File: src/rtl/nsac_pkg.sv
package nsac_pkg;
  typedef enum logic [2:0] {
    OP_SETPEND = 3'd0,
    OP_CLRPEND = 3'd1,
    OP_ACTRD   = 3'd2,
    OP_ROUTE   = 3'd3,
    OP_SGI     = 3'd4
  } perm_op_e;

  localparam int unsigned FIELDS_PER_REG = 16;
  localparam logic [1:0]  LVL_NONE  = 2'd0;
  localparam logic [1:0]  LVL_SET   = 2'd1;
  localparam logic [1:0]  LVL_CLEAR = 2'd2;
  localparam logic [1:0]  LVL_ROUTE = 2'd3;
endpackage

File: src/rtl/nsac_addr_decode.sv
module nsac_addr_decode #(
  parameter int unsigned NUM_REGS = 64,
  parameter int unsigned ADDR_W   = 12,
  parameter int unsigned IDX_W    = $clog2(NUM_REGS),
  parameter logic [ADDR_W-1:0] BASE = 'hE00
) (
  input  logic [ADDR_W-1:0] addr,
  output logic              hit,
  output logic [IDX_W-1:0]  idx
);
  localparam int unsigned SPAN = 4 * NUM_REGS;

  logic [ADDR_W-1:0] offset;

  always_comb begin
    offset = addr - BASE;
    hit    = (addr >= BASE) && (offset < ADDR_W'(SPAN)) && (addr[1:0] == 2'b00);
    idx    = offset[IDX_W+1:2];
  end
endmodule

File: src/rtl/nsac_level_store.sv
module nsac_level_store
  import nsac_pkg::*;
#(
  parameter int unsigned NUM_REGS = 64,
  parameter int unsigned MAX_ID   = 1019,
  parameter int unsigned IDX_W    = $clog2(NUM_REGS),
  parameter int unsigned NF       = NUM_REGS * FIELDS_PER_REG
) (
  input  logic            clk,
  input  logic            rst_n,
  input  logic            wr_en,
  input  logic [IDX_W-1:0] wr_idx,
  input  logic [31:0]     wr_data,
  output logic [2*NF-1:0] lvl_flat
);
  for (genvar r = 0; r < NUM_REGS; r++) begin : g_reg
    for (genvar x = 0; x < FIELDS_PER_REG; x++) begin : g_fld
      localparam int unsigned FID = r * FIELDS_PER_REG + x;
      if (FID <= MAX_ID && r != 1) begin : g_impl
        logic [1:0] lvl_q;
        logic [1:0] wr_val;
        always_comb begin
          wr_val = wr_data[2*x +: 2];
          if (r == 0 && wr_val == LVL_ROUTE) wr_val = LVL_CLEAR;
        end
        always_ff @(posedge clk or negedge rst_n) begin
          if (!rst_n)                               lvl_q <= LVL_NONE;
          else if (wr_en && wr_idx == IDX_W'(r))    lvl_q <= wr_val;
        end
        assign lvl_flat[2*FID +: 2] = lvl_q;
      end else begin : g_raz
        assign lvl_flat[2*FID +: 2] = LVL_NONE;
      end
    end
  end
endmodule

File: src/rtl/nsac_perm_check.sv
module nsac_perm_check
  import nsac_pkg::*;
#(
  parameter int unsigned NF     = 1024,
  parameter int unsigned MAX_ID = 1019,
  parameter int unsigned IDW    = $clog2(NF)
) (
  input  logic [2*NF-1:0] lvl_flat,
  input  logic [IDW-1:0]  q_id,
  input  logic            q_irq_secure,
  input  logic [2:0]      q_op,
  output logic            q_allow
);
  logic [1:0] level;

  always_comb begin
    level = lvl_flat[2*int'(q_id) +: 2];
    if (int'(q_id) > int'(MAX_ID)) begin
      q_allow = 1'b0;
    end else if (!q_irq_secure) begin
      q_allow = 1'b1;
    end else begin
      unique case (q_op)
        OP_SETPEND, OP_SGI:  q_allow = (level >= LVL_SET);
        OP_CLRPEND, OP_ACTRD: q_allow = (level >= LVL_CLEAR);
        OP_ROUTE:            q_allow = (level == LVL_ROUTE);
        default:             q_allow = 1'b0;
      endcase
    end
  end
endmodule

File: src/rtl/nsac_perm_bank.sv
module nsac_perm_bank
  import nsac_pkg::*;
#(
  parameter int unsigned NUM_REGS = 64,
  parameter int unsigned MAX_ID   = 1019,
  parameter int unsigned ADDR_W   = 12
) (
  input  logic              clk,
  input  logic              rst_n,
  input  logic              sec_disable,
  input  logic              reg_en,
  input  logic              reg_we,
  input  logic              reg_secure,
  input  logic [ADDR_W-1:0] reg_addr,
  input  logic [31:0]       reg_wdata,
  output logic [31:0]       reg_rdata,
  input  logic [$clog2(NUM_REGS*FIELDS_PER_REG)-1:0] q_id,
  input  logic              q_irq_secure,
  input  logic [2:0]        q_op,
  output logic              q_allow
);
  localparam int unsigned NF    = NUM_REGS * FIELDS_PER_REG;
  localparam int unsigned IDW   = $clog2(NF);
  localparam int unsigned IDX_W = $clog2(NUM_REGS);

  logic             hit;
  logic [IDX_W-1:0] idx;
  logic [2*NF-1:0]  lvl_flat;
  logic             access_ok;
  logic             wr_en;
  logic [31:0]      rd_word;

  nsac_addr_decode #(.NUM_REGS(NUM_REGS), .ADDR_W(ADDR_W), .IDX_W(IDX_W)) u_dec (
    .addr (reg_addr),
    .hit  (hit),
    .idx  (idx)
  );

  assign access_ok = reg_en && reg_secure && !sec_disable && hit;
  assign wr_en     = access_ok && reg_we;

  nsac_level_store #(.NUM_REGS(NUM_REGS), .MAX_ID(MAX_ID), .IDX_W(IDX_W), .NF(NF)) u_store (
    .clk      (clk),
    .rst_n    (rst_n),
    .wr_en    (wr_en),
    .wr_idx   (idx),
    .wr_data  (reg_wdata),
    .lvl_flat (lvl_flat)
  );

  always_comb begin
    rd_word   = lvl_flat[32*int'(idx) +: 32];
    reg_rdata = (access_ok && !reg_we) ? rd_word : 32'h0;
  end

  nsac_perm_check #(.NF(NF), .MAX_ID(MAX_ID), .IDW(IDW)) u_chk (
    .lvl_flat     (lvl_flat),
    .q_id         (q_id),
    .q_irq_secure (q_irq_secure),
    .q_op         (q_op),
    .q_allow      (q_allow)
  );


  ns_write_ignored_chk: assert property (@(posedge clk) disable iff (!rst_n)
    (reg_en && reg_we && !reg_secure) |=> $stable(lvl_flat));


  disable_write_ignored_chk: assert property (@(posedge clk) disable iff (!rst_n)
    (reg_en && reg_we && sec_disable) |=> $stable(lvl_flat));


  disable_reads_zero_chk: assert property (@(posedge clk) disable iff (!rst_n)
    (reg_en && sec_disable) |-> (reg_rdata == 32'h0));


  ppi_reg_zero_chk: assert property (@(posedge clk) disable iff (!rst_n)
    (reg_en && !reg_we && reg_addr == ADDR_W'('hE04)) |-> (reg_rdata == 32'h0));


  sgi_no_route_chk: assert property (@(posedge clk) disable iff (!rst_n)
    (q_irq_secure && int'(q_id) < 16 && q_op == OP_ROUTE) |-> !q_allow);


  nonsecure_irq_open_chk: assert property (@(posedge clk) disable iff (!rst_n)
    (!q_irq_secure && int'(q_id) <= int'(MAX_ID)) |-> q_allow);


  above_max_deny_chk: assert property (@(posedge clk) disable iff (!rst_n)
    (int'(q_id) > int'(MAX_ID)) |-> !q_allow);
endmodule

File: config.mk
export PLATFORM = sky130hd
export DESIGN_NAME = nsac_perm_bank
export DESIGN_NICKNAME = d
export VERILOG_FILES = /design/src/rtl/nsac_pkg.sv /design/src/rtl/nsac_addr_decode.sv /design/src/rtl/nsac_level_store.sv /design/src/rtl/nsac_perm_check.sv /design/src/rtl/nsac_perm_bank.sv
export SDC_FILE = /design/constraint.sdc
export NUM_CORES = 2
export LEC_CHECK = 0
export ABC_AREA = 0
export BUFFER_PORTS_ARGS = -buffer_cell sky130_fd_sc_hd__buf_2
export CORE_UTILIZATION = 50
export DETAILED_ROUTE_END_ITERATION = 10
export GPL_TIMING_DRIVEN = 0
export PLACE_DENSITY = 0.67
export REMOVE_ABC_BUFFERS = 1
export SLEW_MARGIN = 20
export SYNTH_ARGS = -nofsm -noshare
export SYNTH_HDL_FRONTEND = slang
export SYNTH_SLANG_ARGS = --single-unit
File: constraint.sdc
create_clock -name clk -period 8.7 [get_ports clk]
set_input_delay 2.175 -clock clk [delete_from_list [all_inputs] [get_ports clk]]
set_output_delay 2.175 -clock clk [all_outputs]
set_load 0.005 [all_outputs]
After elaboration in Yosys (flattened, before gate mapping) --
Cells that the tools add are included.
Cells by class: equal/unequal tests 83, shift-type cells 2, $lt $le $gt $ge 5, add/subtract/negate cells 1, reduce and logical (&&, ||, !) cells 77, muxes and demuxes 20
Operator list (number):
- $shiftx A2048 B12 Y2 | 1
- $shiftx A2048 B12 Y32 | 1
- $eq A6 B6 Y1 const B | 32
- $eq A6 B5 Y1 const B | 16
- $logic_and A1 B1 Y1 | 70
- $eq A6 B4 Y1 const B | 8
- $eq A2 B2 Y1 const B | 17
- $mux W2 | 16
- $mux W32 | 1
- $eq A6 B3 Y1 const B | 4
- $eq A6 B2 Y1 const B | 2
- $ge A12 B12 Y1 const B | 1
- $lt A12 B9 Y1 const B | 1
- $sub A12 B12 Y12 const B | 1
- $gt A10 B10 Y1 const B | 1
- $eq A3 B2 Y1 const B | 2
- $logic_not A6 Y1 | 1
- $reduce_or A2 Y1 | 2
- $eq A3 B1 Y1 const B | 1
- $eq A3 B3 Y1 const B | 1
- $logic_not A3 Y1 | 1
- $pmux W1 S3 | 1
- $ge A2 B1 Y1 const B | 1
- $ge A2 B2 Y1 const B | 1
- 3 further kinds | 5
Storage, ports and cells: register bits 2008, word-level logic and storage cells 1192, output and inout port bits 33

Logic depth before layout (Yosys ltp) --
depth after elaboration 7, gate-level depth with buffers 16

Modules after synthesis --
Synthesis repeated with hierarchy kept, for this count alone.
Second synthesis, totals: cells, all modules 7195, area total of the unflattened synthesis 110683.7 um2
By module, submodules not included:
- nsac_level_store | area an instance 75827.7 um2, cells each 4575, instances 1, sequential area each 50248.2 um2
- nsac_perm_check | area an instance 18079.8 um2, cells each 1482, instances 1, sequential area each 0.0 um2
- nsac_perm_bank | area an instance 16691.0 um2, cells each 1128, instances 1, sequential area each 0.0 um2
- nsac_addr_decode | area an instance 85.1 um2, cells each 10, instances 1, sequential area each 0.0 um2

Worst setup path before layout --
OpenSTA, ideal clock, no wires.
path type input -> output, start point input reg_addr[2], end point output reg_rdata[16], stages 7, slack 1.771 ns, data arrival time 4.754 ns, buffers on the path 3, data required time 6.525 ns, cells stage by stage clkbuf_1 -> clkbuf_1 -> buf_1 -> mux4_2 -> mux4_2 -> mux4_2 -> and2_1
Between the ends: longest elaborated chain between the ends 7
RTL lines:
- start: declaration | line nsac_perm_bank.sv:14 | input logic [ADDR_W-1:0] reg_addr,
- branches (longest 6 deep; another with $sub A12 B12 Y12)
- $mux W32 * | line nsac_perm_bank.sv:53 | reg_rdata = (access_ok && !reg_we) ? rd_word : 32'h0;
- end: declaration | line nsac_perm_bank.sv:16 | output logic [31:0] reg_rdata,
Mark *: on every way between the ends.

Worst setup path in the final report --
start point input q_id[5], end point output q_allow
Between the ends: longest elaborated chain between the ends 5
RTL lines:
- start: declaration | line nsac_perm_bank.sv:17 | input logic [$clog2(NUM_REGS*FIELDS_PER_REG)-1:0] q_id,
- $shiftx A2048 B12 Y2 | line nsac_perm_check.sv:17 | level = lvl_flat[2*int'(q_id) +: 2];
- $ge A2 B2 Y1 (tied with other cells) | line nsac_perm_check.sv:25 | OP_CLRPEND, OP_ACTRD: q_allow = (level >= LVL_CLEAR);
- $pmux W1 S3 | line nsac_perm_check.sv:23 | unique case (q_op)
- $mux W1 | line nsac_perm_check.sv:20 | end else if (!q_irq_secure) begin
- $mux W1 * | line nsac_perm_check.sv:18 | if (int'(q_id) > int'(MAX_ID)) begin
- end: declaration | line nsac_perm_bank.sv:20 | output logic q_allow
Mark *: on every way between the ends. The rest lies on a longest branch, timed or not.

==> metrics.cfg <==
[outcome]
status = complete, but fails checks
violations = setup timing

[yosys]
synth-compound-area-share_pct = 2.676
synth_seq_area_share_pct = 46.50
synthesis.area_sq_um = 108100
synth_top_family_by_area = multiplexers
synth_edf_count = 0
synth_warnings = 0
synth_fa_ha_area_share_pct = 0.02084
synth_flop_cell = dfrtp_1
postSynthCellCount = 6976
synth_seq_cells = 2008
syn_avg_cell_area_sq_um = 15.49
synth-simple-area-share_pct = 1.668
synthMuxAreaShare_pct = 45.50
synth_cell_types = 67
synth-async-reset-ratio_pct = 100.0
synthXorXnorAreaFrac_pct = 0

[critical_path]
crit_start = q_id[5]
endpoint_kind = primary output
r2r-start = u_store.g_reg[4].g_fld[7].g_impl.lvl_q[0]
reg2reg_slack_ns = 7.87
crit_path_start_kind = primary input
cp_slowest_cell = nor2_1
cpPeakStageDelay_ns = 0.96
cp_max_fo = 21
r2r_cells = 1
cp_data_arrival_time_ns = 6.60
endpoint = q_allow
required_ns = 6.53
r2r-end = u_store.g_reg[4].g_fld[7].g_impl.lvl_q[0]
crit_chain = buf_4 -> inv_4 -> nand2_2 -> nor2_1 -> a311oi_1 -> o21ai_0 -> a311oi_1 -> o32a_1 -> a311oi_1 -> o32a_2 -> buf_2
crit_top_cell = a311oi_1
crit_type = in -> out

[power_and_ir_drop]
clkPwrFrac_pct = 47.0
power_uw = 20280
power_density_nw_per_um2 = 167.5
power.share.sequential_pct = 46.1
p_comb_share_pct = 6.9
internal-power_uw = 15360
p_sw_share_pct = 24.24
ir_drop_uv = 204.6
switchingPower_uw = 4916
power.leakage_uw = 0.05474

[clock_network]
numCtsBuffers = 213
clk_path_buf_depth = 3
cts-root-buf = clkbuf_16
cts_sinks = 2008
cts_tree = done
clk_pin_slew_ns = 0.06
cts_hold_buf = 0
insertion_delay_ns = 0.86
h-tree-depth = 4

[layout]
final_nets = 6759
layout-drive-gt1-share_pct = 54.26
reg_top3 = u_store.g.g_fld.g_impl.lvl_q (2008)
layout_commonest_cell = dfrtp_1
largest_register_ffs = 2008
final_cell_mix = dfrtp_1, mux2_2, mux4_2
regMostFlops = u_store.g.g_fld.g_impl.lvl_q
area_delta_synth_final_pct = 12.01
fin_util_pct = 56.40
design_area_sq_um = 121000

[detailed_routing]
drt_pass1_iterations = 8
drtIter0Drc = 7639
viasPerCell = 6.954
drt.antenna.violating_nets = 0
vias = 67860
post_drt_wl_per_cell_um = 35.68
drt_wl_total_mm = 348.2
drc_errors = 0

[timing]
worstMarginPinSlew_ns = 1.188
rsz0062_at_grt = yes
period_share_pct = 100.9
fmax_ghz = 0.1140
setup_tns_ns = -0.07575
finalWorstSetupSlack_ns = -0.07575
min_period_ns = 8.776
relSlewSlack_pct = 20.53
hold_violations = 0
fin_skew_ns = 0
setup_viol = 1
slew_violations = 0

[grt]
groute.usage.overall_pct = 32.20
overflow = 0
grt_pass1_vias = 69763
grt_pass1_wl_mm = 510.6
antenna_found_initial = 30
grt_max_degree = 137

[floorplanning]
die_h_um = 466.9
core_region_area_sq_um = 214600
die_w_um = 466.9
io_pins = 97
fp.dieArea_sq_um = 218000
start_util_pct = 50.35
floorplan.rows = 170

[placed_design]
place_ws_ns = -0.9264
gp_congestion = 0.9305
place_area_sq_um = 113200
place_hpwl_mm = 234.3
io_buffers = 96

[min_path]
hold_class = reg -> reg
worst_hold_startpoint = u_store.g_reg[0].g_fld[1].g_impl.lvl_q[0]

[run]
cap_viol_max_count = 0

[final cells by class]
type	count	area (sq um)
inverters	9	48.80
fillers	16589	93580
diodes	50	125.1
flip-flops and latches	2008	50250
multi-input cells	4181	54470
clock inverters	67	845.8
repair buffers	281	5276
well taps	2838	3551
clock buffers	325	6477
[per-layer routing]
| layer | global-route usage, % | share of wire (%) | vias up |
|---|---|---|---|
| li1 | - | - | 26582 |
| met1 | 44.62 | 40 | 37248 |
| met2 | 47.57 | 45 | 3376 |
| met3 | 9.286 | 11 | 646 |
| met4 | 13.39 | 4.5 | 8 |
| met5 | 0 | 0.026 | - |
[Yosys cell counts (17+ instances only)]
library cell | instances | area (sq um)
nand3_1 | 26 | 130.1
buf_2 | 207 | 1036
o21ai_0 | 98 | 490.5
mux4_1 | 17 | 446.7
buf_1 | 113 | 424.2
buf_4 | 29 | 217.7
nand2b_1 | 20 | 125.1
a21oi_1 | 70 | 350.3
o221ai_1 | 42 | 367.9
o22ai_1 | 38 | 237.7
mux2_1 | 22 | 247.7
a221oi_1 | 36 | 315.3
nor2_1 | 75 | 281.5
nand2_1 | 187 | 701.9
buf_6 | 45 | 506.7
clkbuf_1 | 360 | 1351
a211oi_1 | 19 | 142.6
a22oi_1 | 33 | 247.7
and2_1 | 38 | 237.7
mux4_2 | 1012 | 22790
dfrtp_1 | 2008 | 50250
mux2_2 | 1982 | 22320
mux2i_1 | 319 | 3193
[critical path, delay by kind of cell]
| kind | cells | cell delay (ns) |
|---|---|---|
| simple gates | 2 | 1.69 |
| compound gates | 6 | 1.66 |
| buf+inv | 3 | 0.99 |
[repair_timing]
action	CTS	global route
endpoints found under the setup margin	7	8
gates cloned	7	4
pin swaps	1	0
buffers inserted	1	0
resized for setup	6	1
[stage by stage]
step                      hold WS (ns)  instances
final                           0.5078       9759
after CTS                       0.5095       9705
after global routing            0.5383       9746
after global placement          0.4886       9132
after detailed placement        0.4953       9305
after floorplan                 0.4654       6198
[power by group through the flow]
stage | registers [uW] | clock network (uW) | logic, uW
finish | 9340 | 9530 | 1400
global route | 9340 | 10000 | 1460
CTS | 9340 | 9670 | 1380
detailed placement | 9510 | 0 | 1350
global placement | 9540 | 0 | 1470
floorplan | 9510 | 0 | 322
[worst min path at each step]
stage / end / slack, ns / cells past startpoint
after floorplan: u_store.g_reg[0].g_fld[10].g_impl.lvl_q[0] / 0.47 / 2
after global placement: u_store.g_reg[0].g_fld[3].g_impl.lvl_q[0] / 0.49 / 2
after detailed placement: u_store.g_reg[0].g_fld[1].g_impl.lvl_q[0] / 0.50 / 2
after CTS: u_store.g_reg[0].g_fld[1].g_impl.lvl_q[0] / 0.51 / 2
after global routing: u_store.g_reg[55].g_fld[12].g_impl.lvl_q[1] / 0.54 / 1
final: u_store.g_reg[0].g_fld[1].g_impl.lvl_q[0] / 0.51 / 2
[logic make-up (layout without fill, tap and decap cells)]
family	Yosys count	in the layout
AO/OA/AOI/OAI	424	424
adder cells (fa/ha/maj)	2	2
buffers and inverters	787	682
flip-flops	2008	2008
multiplexers	3359	3359
other	0	50
AND/OR/NAND/NOR	396	396
Power figures use the tool's default switching activity.
